`config.mk`:
```
export PLATFORM = sky130hd
export DESIGN_NAME = cpe_irq_hub
export DESIGN_NICKNAME = d
export VERILOG_FILES = /design/src/rtl/cpe_irq_pkg.sv /design/src/rtl/cpe_wm_detect.sv /design/src/rtl/cpe_engine_slice.sv /design/src/rtl/cpe_irq_hub.sv
export SDC_FILE = /design/constraint.sdc
export NUM_CORES = 1
export LEC_CHECK = 0
export BUFFER_PORTS_ARGS = -buffer_cell sky130_fd_sc_hd__buf_2
export CAP_MARGIN = 20
export CORE_MARGIN = 3
export CORE_UTILIZATION = 45
export CTS_CLUSTER_SIZE = 25
export DETAILED_ROUTE_END_ITERATION = 10
export PLACE_DENSITY_LB_ADDON = 0.1
export RECOVER_POWER = 100
export SLEW_MARGIN = 20
export SYNTH_ARGS = -nofsm -noshare
export SYNTH_HDL_FRONTEND = slang
export SYNTH_HIERARCHICAL = 1
export SYNTH_SLANG_ARGS = --single-unit
```
`constraint.sdc`:
```
create_clock -name clk -period 2.6 [get_ports clk]
set_clock_uncertainty 0.1 [all_clocks]
set_input_delay 0.13 -clock clk [delete_from_list [all_inputs] [get_ports clk]]
set_output_delay 0.13 -clock clk [all_outputs]
set_load 0.05 [all_outputs]
```
`src/rtl/cpe_irq_pkg.sv`:
```
package cpe_irq_pkg;
  localparam int SEL_W  = 3;
  localparam int EN_W   = 5;
  localparam int STAT_W = 6;

  localparam int B_DONE = 0;
  localparam int B_SHI  = 1;
  localparam int B_SLO  = 2;
  localparam int B_DHI  = 3;
  localparam int B_DLO  = 4;
  localparam int B_ERR  = 5;

  typedef enum logic [SEL_W-1:0] {
    SEL_EN    = 3'd0,
    SEL_STAT  = 3'd1,
    SEL_ERREN = 3'd2,
    SEL_SWM   = 3'd3,
    SEL_DWM   = 3'd4
  } reg_sel_e;

  // Pending when any latched bit meets its own enable.
  function automatic logic is_pending(input logic [STAT_W-1:0] stat,
                                      input logic [EN_W-1:0]   en,
                                      input logic              err_en);
    return |(stat & {err_en, en});
  endfunction
endpackage

```
`src/rtl/cpe_wm_detect.sv`:
```
module cpe_wm_detect #(
  parameter int OCC_W = 8
) (
  input  logic             clk,
  input  logic             rst_n,
  input  logic [OCC_W-1:0] occ,
  input  logic [OCC_W-1:0] hi_lvl,
  input  logic [OCC_W-1:0] lo_lvl,
  output logic             hi_evt,
  output logic             lo_evt
);
  function automatic logic reached_hi(input logic [OCC_W-1:0] o, input logic [OCC_W-1:0] h);
    return o >= h;
  endfunction

  function automatic logic reached_lo(input logic [OCC_W-1:0] o, input logic [OCC_W-1:0] l);
    return o <= l;
  endfunction

  logic above_now, below_now;
  logic above_q, below_q;

  assign above_now = reached_hi(occ, hi_lvl);
  assign below_now = reached_lo(occ, lo_lvl);

  always_ff @(posedge clk) begin
    if (!rst_n) begin
      above_q <= 1'b0;
      below_q <= 1'b1;
    end else begin
      above_q <= above_now;
      below_q <= below_now;
    end
  end

  assign hi_evt = above_now & ~above_q;
  assign lo_evt = below_now & ~below_q;

  p_hi_once_r5: assert property (@(posedge clk) disable iff (!rst_n) hi_evt |=> !hi_evt);
  p_lo_once_r6: assert property (@(posedge clk) disable iff (!rst_n) lo_evt |=> !lo_evt);
endmodule

```
`src/rtl/cpe_engine_slice.sv`:
```
module cpe_engine_slice
  import cpe_irq_pkg::*;
#(
  parameter int OCC_W = 8,
  localparam int DW = 2 * OCC_W
) (
  input  logic             clk,
  input  logic             rst_n,
  input  logic             wr_en,
  input  logic [SEL_W-1:0] sel,
  input  logic [DW-1:0]    wr_data,
  output logic [DW-1:0]    rd_data,
  input  logic             done_evt,
  input  logic             err_evt,
  input  logic [OCC_W-1:0] src_occ,
  input  logic [OCC_W-1:0] dst_occ,
  output logic             pend
);
  logic [EN_W-1:0]   en_q;
  logic [STAT_W-1:0] stat_q;
  logic              erren_q;
  logic [DW-1:0]     swm_q, dwm_q;

  logic s_hi, s_lo, d_hi, d_lo;
  logic [STAT_W-1:0] set_vec, clr_vec;

  localparam logic [DW-1:0] WM_RST = {{OCC_W{1'b1}}, {OCC_W{1'b0}}};

  function automatic logic [OCC_W-1:0] hi_field(input logic [DW-1:0] v);
    return v[DW-1:OCC_W];
  endfunction

  function automatic logic [OCC_W-1:0] lo_field(input logic [DW-1:0] v);
    return v[OCC_W-1:0];
  endfunction

  cpe_wm_detect #(.OCC_W(OCC_W)) u_src (
    .clk(clk), .rst_n(rst_n), .occ(src_occ),
    .hi_lvl(hi_field(swm_q)), .lo_lvl(lo_field(swm_q)),
    .hi_evt(s_hi), .lo_evt(s_lo)
  );

  cpe_wm_detect #(.OCC_W(OCC_W)) u_dst (
    .clk(clk), .rst_n(rst_n), .occ(dst_occ),
    .hi_lvl(hi_field(dwm_q)), .lo_lvl(lo_field(dwm_q)),
    .hi_evt(d_hi), .lo_evt(d_lo)
  );

  always_comb begin
    set_vec         = '0;
    set_vec[B_DONE] = done_evt;
    set_vec[B_SHI]  = s_hi;
    set_vec[B_SLO]  = s_lo;
    set_vec[B_DHI]  = d_hi;
    set_vec[B_DLO]  = d_lo;
    set_vec[B_ERR]  = err_evt;
  end

  assign clr_vec = (wr_en && sel == SEL_STAT) ? wr_data[STAT_W-1:0] : '0;

  always_ff @(posedge clk) begin
    if (!rst_n) begin
      en_q    <= '0;
      stat_q  <= '0;
      erren_q <= 1'b0;
      swm_q   <= WM_RST;
      dwm_q   <= WM_RST;
    end else begin
      stat_q <= (stat_q & ~clr_vec) | set_vec;
      if (wr_en) begin
        case (sel)
          SEL_EN:    en_q    <= wr_data[EN_W-1:0];
          SEL_ERREN: erren_q <= wr_data[0];
          SEL_SWM:   swm_q   <= wr_data;
          SEL_DWM:   dwm_q   <= wr_data;
          default:   ;
        endcase
      end
    end
  end

  always_comb begin
    case (sel)
      SEL_EN:    rd_data = DW'(en_q);
      SEL_STAT:  rd_data = DW'(stat_q);
      SEL_ERREN: rd_data = DW'(erren_q);
      SEL_SWM:   rd_data = swm_q;
      SEL_DWM:   rd_data = dwm_q;
      default:   rd_data = '0;
    endcase
  end

  assign pend = is_pending(stat_q, en_q, erren_q);

  p_done_latch_r3: assert property (@(posedge clk) disable iff (!rst_n)
    done_evt |=> stat_q[B_DONE]);
  p_err_latch_r4: assert property (@(posedge clk) disable iff (!rst_n)
    err_evt |=> stat_q[B_ERR]);
  p_set_beats_clear_r8: assert property (@(posedge clk) disable iff (!rst_n)
    (clr_vec[B_DONE] && done_evt) |=> stat_q[B_DONE]);

  for (genvar b = 0; b < STAT_W; b++) begin : g_clr_chk
    p_clear_bit_r7: assert property (@(posedge clk) disable iff (!rst_n)
      (clr_vec[b] && !set_vec[b]) |=> !stat_q[b]);
  end
endmodule

```
`src/rtl/cpe_irq_hub.sv`:
```
module cpe_irq_hub
  import cpe_irq_pkg::*;
#(
  parameter int NUM_ENG = 8,
  parameter int OCC_W   = 8,
  localparam int ENG_W  = $clog2(NUM_ENG),
  localparam int DW     = 2 * OCC_W
) (
  input  logic                     clk,
  input  logic                     rst_n,
  input  logic                     reg_we,
  input  logic [ENG_W+SEL_W-1:0]   reg_addr,
  input  logic [DW-1:0]            reg_wdata,
  output logic [DW-1:0]            reg_rdata,
  input  logic [NUM_ENG-1:0]       done_pulse,
  input  logic [NUM_ENG-1:0]       err_pulse,
  input  logic [NUM_ENG*OCC_W-1:0] src_occ,
  input  logic [NUM_ENG*OCC_W-1:0] dst_occ,
  output logic [NUM_ENG-1:0]       summary,
  output logic                     irq
);
  logic [ENG_W-1:0] eng_idx;
  logic [SEL_W-1:0] sel;
  logic [DW-1:0]    rd_arr [NUM_ENG];
  logic             any_pend;
  logic             irq_q;

  assign eng_idx = reg_addr[ENG_W+SEL_W-1:SEL_W];
  assign sel     = reg_addr[SEL_W-1:0];

  for (genvar g = 0; g < NUM_ENG; g++) begin : g_eng
    logic wr_hit;
    assign wr_hit = reg_we && (eng_idx == ENG_W'(g));

    cpe_engine_slice #(.OCC_W(OCC_W)) u_slice (
      .clk(clk), .rst_n(rst_n),
      .wr_en(wr_hit), .sel(sel), .wr_data(reg_wdata),
      .rd_data(rd_arr[g]),
      .done_evt(done_pulse[g]), .err_evt(err_pulse[g]),
      .src_occ(src_occ[g*OCC_W +: OCC_W]),
      .dst_occ(dst_occ[g*OCC_W +: OCC_W]),
      .pend(summary[g])
    );
  end

  assign reg_rdata = rd_arr[eng_idx];
  assign any_pend  = |summary;

  always_ff @(posedge clk) begin
    if (!rst_n) irq_q <= 1'b0;
    else        irq_q <= any_pend;
  end

  assign irq = irq_q;

  p_irq_lag_r10: assert property (@(posedge clk) disable iff (!rst_n)
    irq == $past(any_pend));
endmodule

```
==> impl_metrics.tcl <==
set metrics [dict create \
    arrival_ns 2.42 \
    postPlaceCellArea_um2 26960 \
    min_path_type "primary input to flip-flop" \
    ant_nets 0 \
    dieArea_um2 57880 \
    yosys.area.top_type "dfxtp_1" \
    place_congestion 0.9382 \
    layout_min_cycle_time_ns 2.650 \
    ios 194 \
    pwr-share-clk_pct 44.0 \
    final_cells 3922 \
    swShare_pct 27.04 \
    place_inst 3760 \
    ys_ff_latch 385 \
    grt_pass1_vias 22181 \
    layout.nets 3616 \
    peakVddDrop_mv 0.4071 \
    synth_area_leaders "dfxtp_1 (31%), ha_1 (13%), mux2i_1 (7.6%)" \
    drc 0 \
    leakage_nw 13.27 \
    async_flop_share_pct 0 \
    fin_crit_sh_pct 101.9 \
    hold_violations 0 \
    drt_iter0_markers 2074 \
    path_cells "mux2i_1 -> a2bb2oi_2 -> o21ai_2 -> mux4_2 -> mux2_4 -> buf_8" \
    antenna_found_initial 4 \
    die_h_um 240.6 \
    p_comb_share_pct 14.8 \
    cts_max_level 2 \
    finalCoreUtilization_pct 54.41 \
    grt.overflow.total 0 \
    outcome "finished, violations left" \
    grt_max_degree 82 \
    cp_max_fo 3 \
    cts_root_buf "clkbuf_16" \
    synth_edf_count 0 \
    rsz0062_at_grt "yes" \
    io_buffers 193 \
    rows 85 \
    insertion_delay_ns 0.59 \
    start_util_pct 45.74 \
    slew_violations 0 \
    cts_buffers 44 \
    final_cell_area_um2 29450 \
    r2r_slack_ns 0.17 \
    diodes 0 \
    core_area_um2 54130 \
    synth_top_area_share_pct 31.13 \
    die_w_um 240.6 \
    p_per_area_nw_per_um2 500.8 \
    vias 23239 \
    ys_seq_area_share_pct 31.13 \
    max_stage_delay_ns 0.57 \
    crit_type "flip-flop to output pin" \
    ys_types 56 \
    clk_pin_slew_ns 0.06 \
    seqPwrFrac_pct 41.2 \
    syn_inst 2920 \
    timing.fmax_ghz 0.3774 \
    setup_ws_ns -0.05001 \
    drt-pass1-iter-count 7 \
    wl_per_cell_um 22.88 \
    internal_power_mw 10.76 \
    crit_required_ns 2.37 \
    synth_nets 3345 \
    setup_viol 2 \
    clock_sinks 385 \
    netlist_area_um2 24760 \
    wl_um 89740 \
    gr-usage-all-layers_pct 30.31 \
    hpwl_um 65870 \
    synthToLayoutAreaGrowth_pct 18.94 \
    p_sw_mw 3.989 \
    critPathCaptureType "output pin" \
    ys_warn_count 6 \
    cp-start-kind "flip-flop" \
    ctsLongestPathBuffers 3 \
    worstMarginPinSlew_ns 0.9917 \
    cp_top_family "multiplexers" \
    cp.buffers_inverters 1 \
    ys.flop_type "dfxtp_1" \
    grt_pass1_wl_um 134300 \
    final.fill_count 5010 \
    maxSlewHeadroom_pct 33.89 \
    cts_tree "yes" \
    max-cap-violations 0 \
    layout-drive-gt1-share_pct 15.69 \
    syn-mean-instance-area_um2 8.480 \
    violations "setup timing" \
    via_per_inst 5.925 \
    slowest_stage "mux4_2" \
]
[cells by family after synthesis]
logic type / Yosys count / share of synthesized area [%]
AND/OR/NAND/NOR: 955 / 20.70
buffers and inverters: 485 / 8.655
AO/OA/AOI/OAI: 615 / 16.99
multiplexers: 224 / 9.600
flip-flops: 385 / 31.13
adder cells (fa/ha/maj): 256 / 12.94
[cell type report]
| class | instances | area (um2) | share of cell area (%) |
|---|---|---|---|
| multi-input cells | 2050 | 15100 | 51.26 |
| flip-flops and latches | 385 | 7735 | 26.26 |
| repair buffers | 390 | 3057 | 10.38 |
| clock buffers | 68 | 1343 | 4.558 |
| inverters | 320 | 1201 | 4.078 |
| well taps | 696 | 870.8 | 2.957 |
| clock inverters | 13 | 150.1 | 0.5098 |
[power by group through the flow]
| stage | clock (mW) | combinational, mW | sequential [mW] |
|---|---|---|---|
| detailed placement | 0 | 2.03 | 6.20 |
| global route | 6.77 | 2.35 | 6.08 |
| global placement | 0 | 1.97 | 6.20 |
| finish | 6.49 | 2.19 | 6.08 |
| CTS | 6.57 | 2.14 | 6.07 |
| floorplan | 0 | 1.09 | 6.16 |
[repair_timing]
action | in CTS | in global routing
endpoints found under the hold margin | 153 | 0
endpoints found under the setup margin | 5 | 15
pin swaps | 6 | 10
hold buffers | 77 | 0
gates resized for setup | 37 | 43
buffers inserted | 1 | 6
[final timing paths]
kind / start / end / cells past startpoint
max: g_eng[3].u_slice/stat_q[4]$_SDFF_PN0_ / reg_rdata[4] / 6
max reg2reg: g_eng[0].u_slice/dwm_q[15]$_SDFFE_PN1P_ / g_eng[0].u_slice/u_dst/above_q$_SDFF_PN0_ / 6
min reg2reg: g_eng[7].u_slice/swm_q[1]$_SDFFE_PN0P_ / g_eng[7].u_slice/swm_q[1]$_SDFFE_PN0P_ / 2
min: reg_wdata[11] / g_eng[6].u_slice/swm_q[11]$_SDFFE_PN1P_ / 3
[metal layers]
layer	global-route usage, %	vias to the layer above	wire length, um
met5	0	-	36
met4	9.781	6	2836
met3	5.325	169	7105
met2	47.68	960	39720
met1	42.27	11065	40040
li1	-	11039	-
[through the flow]
step | power [mW] | setup TNS (ns) | setup slack (ns) | hold slack (ns)
6_report | 14.75 | -0.06646 | -0.05001 | 0.03725
5_1_grt | 15.20 | -0.2642 | -0.07205 | 0.02785
4_1_cts | 14.78 | -0.1579 | -0.08532 | 0.0002706
3_5_place_dp | 8.226 | 0 | 0.01885 | 0.2964
3_3_place_gp | 8.168 | 0 | 0.02792 | 0.2929
2_1_floorplan | 7.252 | 0 | 0.06022 | 0.1214
[Yosys cell counts (42+ instances only)]
cell,instances
a22o_1,80
a31oi_1,80
buf_2,52
clkbuf_1,42
dfxtp_1,385
ha_1,256
inv_1,320
mux2i_1,188
nand2_1,371
nand3_1,280
nor2b_1,72
o21ai_0,192
[registers in the layout, summed over array words and instances, names as in the netlist]
register,cells
g_eng.u_slice/dwm_q,128
g_eng.u_slice/en_q,40
g_eng.u_slice/erren_q,8
g_eng.u_slice/stat_q,48
g_eng.u_slice/swm_q,128
g_eng.u_slice/u_dst/above_q,8
g_eng.u_slice/u_dst/below_q,8
g_eng.u_slice/u_src/above_q,8
g_eng.u_slice/u_src/below_q,8
irq,1
[worst register-to-register path, delay by kind of cell (launching register included)]
kind / cells / cell delay (ns)
AOI/OAI and AO/OA: 2 / 0.26
buffers and inverters: 3 / 1.21
adders and majority gates: 1 / 0.31
DFF: 1 / 0.44
[placed cells by master, fill, tap and decap left out, types with 29 or more instances in the layout]
cell type / n
ha_1: 256
nand4_1: 32
nor2b_1: 72
nor2_1: 29
o21ai_0: 180
a21oi_1: 32
buf_12: 29
clkbuf_16: 45
inv_1: 320
nand3_1: 280
buf_2: 171
dfxtp_1: 365
dlygate4sd3_1: 77
mux2i_1: 181
a22o_1: 80
nand2_1: 371
buf_4: 103
a31oi_1: 80
(Power assumes the default switching activity.)
